## src/rtl/burst_addr_pkg.sv

```systemverilog
package burst_addr_pkg;
  typedef enum logic {
    ORD_LINEAR     = 1'b0,
    ORD_INTERLEAVE = 1'b1
  } burst_order_e;
endpackage

```

## src/rtl/burst_beat_state.sv

```systemverilog
module burst_beat_state #(
  parameter int unsigned W = 2
) (
  input  logic         clk_i,
  input  logic         rst_ni,
  input  logic         load_i,
  input  logic         step_i,
  input  logic [W-1:0] start_i,
  output logic [W-1:0] base_o,
  output logic [W-1:0] idx_o
);
  always_ff @(posedge clk_i or negedge rst_ni) begin
    if (!rst_ni) begin
      base_o <= '0;
      idx_o  <= '0;
    end else if (load_i) begin
      base_o <= start_i;
      idx_o  <= '0;
    end else if (step_i) begin
      idx_o  <= idx_o + 1'b1; // wraps inside the block
    end
  end
endmodule

```

## src/rtl/burst_order_map.sv

```systemverilog
module burst_order_map
  import burst_addr_pkg::*;
#(
  parameter int unsigned W = 2
) (
  input  burst_order_e order_i,
  input  logic [W-1:0] base_i,
  input  logic [W-1:0] idx_i,
  output logic [W-1:0] addr_o
);
  always_comb begin
    unique case (order_i)
      ORD_INTERLEAVE: addr_o = base_i ^ idx_i;
      default:        addr_o = base_i + idx_i;
    endcase
  end
endmodule

```

## src/rtl/burst_addr_gen.sv

```systemverilog
module burst_addr_gen
  import burst_addr_pkg::*;
#(
  parameter int unsigned W = 2
) (
  input  logic         clk_i,
  input  logic         rst_ni,
  input  logic         load_i,
  input  logic         adv_ni,
  input  logic         mode_i,
  input  logic [W-1:0] start_i,
  output logic [W-1:0] addr_o
);
  logic [W-1:0] base_q;
  logic [W-1:0] idx_q;
  logic         step;
  burst_order_e order;

  assign step  = ~adv_ni;
  assign order = burst_order_e'(mode_i);

  burst_beat_state #(.W(W)) u_state (
    .clk_i   (clk_i),
    .rst_ni  (rst_ni),
    .load_i  (load_i),
    .step_i  (step),
    .start_i (start_i),
    .base_o  (base_q),
    .idx_o   (idx_q)
  );

  burst_order_map #(.W(W)) u_map (
    .order_i (order),
    .base_i  (base_q),
    .idx_i   (idx_q),
    .addr_o  (addr_o)
  );
endmodule

```

## config.mk

```make
export PLATFORM = sky130hd
export DESIGN_NAME = burst_addr_gen
export DESIGN_NICKNAME = d
export VERILOG_FILES = /design/src/rtl/burst_addr_pkg.sv /design/src/rtl/burst_beat_state.sv /design/src/rtl/burst_order_map.sv /design/src/rtl/burst_addr_gen.sv
export SDC_FILE = /design/constraint.sdc
export NUM_CORES = 1
export LEC_CHECK = 0
export ABC_AREA = 0
export BUFFER_PORTS_ARGS = -buffer_cell sky130_fd_sc_hd__buf_4
export CAP_MARGIN = 20
export CORE_AREA = 2 2 39 41
export CTS_CLUSTER_DIAMETER = 200
export DETAILED_ROUTE_END_ITERATION = 12
export DIE_AREA = 0 0 41 43
export GPL_TIMING_DRIVEN = 0
export REMOVE_ABC_BUFFERS = 1
export SKIP_CTS_REPAIR_TIMING = 1
export SYNTH_ARGS = -nofsm -noshare
export SYNTH_HDL_FRONTEND = slang
export SYNTH_SLANG_ARGS = --single-unit
export TNS_END_PERCENT = 10
```

## constraint.sdc

```tcl
create_clock -name clk_i -period 1.5 [get_ports clk_i]
set_input_delay 0.15 -clock clk_i [delete_from_list [all_inputs] [get_ports clk_i]]
set_output_delay 0.15 -clock clk_i [all_outputs]
set_load 0.02 [all_outputs]
```

==> summary.md <==
| Metric | Value |
|---|---|
| Routed Antenna Nets | 0 |
| # H-tree levels | 1 |
| Library cells used by synthesis | 9 |
| Syn Inst Count | 16 |
| Hold Slack | 107.9 ps |
| Initial drt markers | 0 |
| Antenna violations before repair | 0 |
| Final wirelength | 381 microns |
| Clock latency on the worst-skew pair | around 230 ps |
| RSZ-0062 raised after global routing | false |
| CP Max Fanout | 3 |
| Die Footprint | ~1800 sq um |
| Wire per inst | 8.860 microns |
| Die X | 41 microns |
| GPL Wtd Cong | around 0.64 |
| Final worst-path cycle share | 91.13% |
| Design Area, Final | 309.0 sq um |
| Area contributors post-synth | dfrtp_1 50%, xnor2_1 13%, mux2_2 11% |
| Vias in the first global route | 164 |
| Post-synth design cell area | ~200 sq um |
| Vias per inst | 3.349 |
| Power per Cell Area | roughly 1100 nW/um^2 |
| Core Util, Final | 22.33% |
| Fillers | between 100 and 150 |
| I/O Buffers | 8 |
| Bufs on Longest Clock Path | 2 |
| Synth warn | 0 |
| Largest net degree at the start of global routing | 5 |
| Boundary Pins | 9 |
| Root Buffer | clkbuf_4 |
| Max Cap Viol | 0 |
| Die outline height | ~43 microns |
| Core footprint | ~1400 sq um |
| Synth-to-Final Area Change | 54.37% |
| Placed Area | 276.5 sq um |
| Post-route DRC | 0 |
| # diodes | 0 |
| Synth area leader | dfrtp_1 |
| Fmax | between 700 and 800 MHz |
| Setup crit start | u_state.idx_o[0]$_DFFE_PN0P_ |
| Sequential fraction of the synthesis area | roughly half |
| Pleak | 0.1392 nW |
| Flip-flop and latch count after synthesis | 4 |
| Crit start category | register |
| R2r startpoint | u_state.idx_o[0]$_DFFE_PN0P_ |
| Setup Total Neg Slack | 0 ps |
| All-Layer GR Usage | slightly below 6% |
| Clk pin slew, worst setup/hold paths | roughly 40 ps |
| Fraction of layout instances using a drive strength above 1 | approximately half |
| Crit path kind | reg -> out |
| Worst vdd ir | roughly 0.33 mV |
| Worst-margin pin slew | approximately 160 ps |
| First-pass GRT wire length | around 600 microns |
| Fin. Hold Viols | 0 |
| Starting Density | roughly 14% |
| HP Class | in -> reg |
| Critical path capture point type | output pin |
| CTS tree | yes |
| Slew HR | about nine tenths |
| Synth top area share | about half |
| Row count | 14 |
| Arrival @ worst endpoint | about 1200 ps |
| CP Data Required Time | roughly 1400 ps |
| Avg Inst Size Synth | 12.51 sq um |
| Congestion Overflow GR | 0 |
| Sink Count | 4 |
| Vias after detailed routing | 144 |
| Setup violators final | 0 |
| Slew Limit Fails | 0 |
| Outcome | finished, final reports clean |
| Final critical-path required period | between 1000 and 1500 ps |
| Total CTS buffers | 3 |
| First-pass DRT Iterations | 1 |
| Skew final | 1.063 ps |
| Hold Startpoint | load_i |
| Final net count | 37 |
worst max-delay path, stage by stage (launching register included):
cell     delay (ps)
dfrtp_1         390
ha_1            180
nor2b_1         130
xnor2_1         120
buf_4           160
layout make-up:
class | count | area, sq um | share of cell area (%)
sequential | 4 | 100.1 | 32.39
timing repair buffer | 9 | 70.07 | 22.67
clock buffer | 3 | 22.52 | 7.287
tap | 16 | 20.02 | 6.478
multi-input combinational | 11 | 96.34 | 31.17
layout by cell type (no fill, tap or decap):
cell type | synthesis | routed
buf_4 | 0 | 8
clkbuf_4 | 0 | 3
dfrtp_1 | 4 | 4
dlygate4sd3_1 | 0 | 1
ha_1 | 1 | 1
mux2_2 | 2 | 2
nor2_1 | 1 | 1
nor2b_1 | 2 | 2
nor2b_4 | 1 | 1
nor3_1 | 1 | 1
xnor2_1 | 3 | 3
report_power, final:
part           switching [W]  leakage, nW  total (W)  internal [W]
combinational      0.0000334       0.0758  0.0000783     0.0000448
clock              0.0000427       0.0138   0.000132     0.0000894
sequential        0.00000661       0.0497   0.000125      0.000118
sequential cells by signal (all words and copies together) (netlist names):
signal          flops
u_state.base_o      2
u_state.idx_o       2
metal layers:
metal / GRT usage, % / routed length, microns / vias to the layer above
met5: 0 / 0 / -
li1: - / - / 73
met4: 8.000 / 0 / 0
met1: 6.189 / 164 / 62
met3: 3.141 / 63 / 0
met2: 6.563 / 152 / 9
final timing paths:
path                            slack, ps  depth (start not counted)                       endpoint
min in group asynchronous             250                          2   u_state.idx_o[1]$_DFFE_PN0P_
worst min-delay path                  110                          2   u_state.idx_o[1]$_DFFE_PN0P_
worst min register to register        510                          1  u_state.base_o[0]$_DFFE_PN0P_
worst max register to register        680                          3   u_state.idx_o[1]$_DFFE_PN0P_
worst max-delay path                  130                          4                      addr_o[1]
max in group asynchronous            1150                          2   u_state.idx_o[0]$_DFFE_PN0P_
Yosys cell counts:
| library cell | instances |
|---|---|
| ha_1 | 1 |
| mux2_2 | 2 |
| dfrtp_1 | 4 |
| xnor2_1 | 3 |
| nor2b_1 | 2 |
| clkbuf_1 | 1 |
| nor2_1 | 1 |
| nor2b_4 | 1 |
| nor3_1 | 1 |
stage by stage:
stage / worst slack [ps] / instances / power (W)
2_1_floorplan: 307.4 / 15 / 0.0001690
3_3_place_gp: 379.9 / 39 / 0.0002028
3_5_place_dp: 368.9 / 39 / 0.0002035
4_1_cts: 112.6 / 42 / 0.0003426
5_1_grt: 45.47 / 43 / 0.0003557
6_report: 133.1 / 43 / 0.0003350
kinds of logic (layout without fill, tap and decap cells):
family,Yosys count,in the layout,synth area share [%]
and+or+nand+nor,5,5,17.49
adders and majority gates,1,1,6.249
DFF,4,4,50.00
buffers and inverters,1,12,1.873
xor gates and xnor gates,3,3,13.13
muxes,2,2,11.25
No activity file was read; power rests on OpenSTA's default activity.
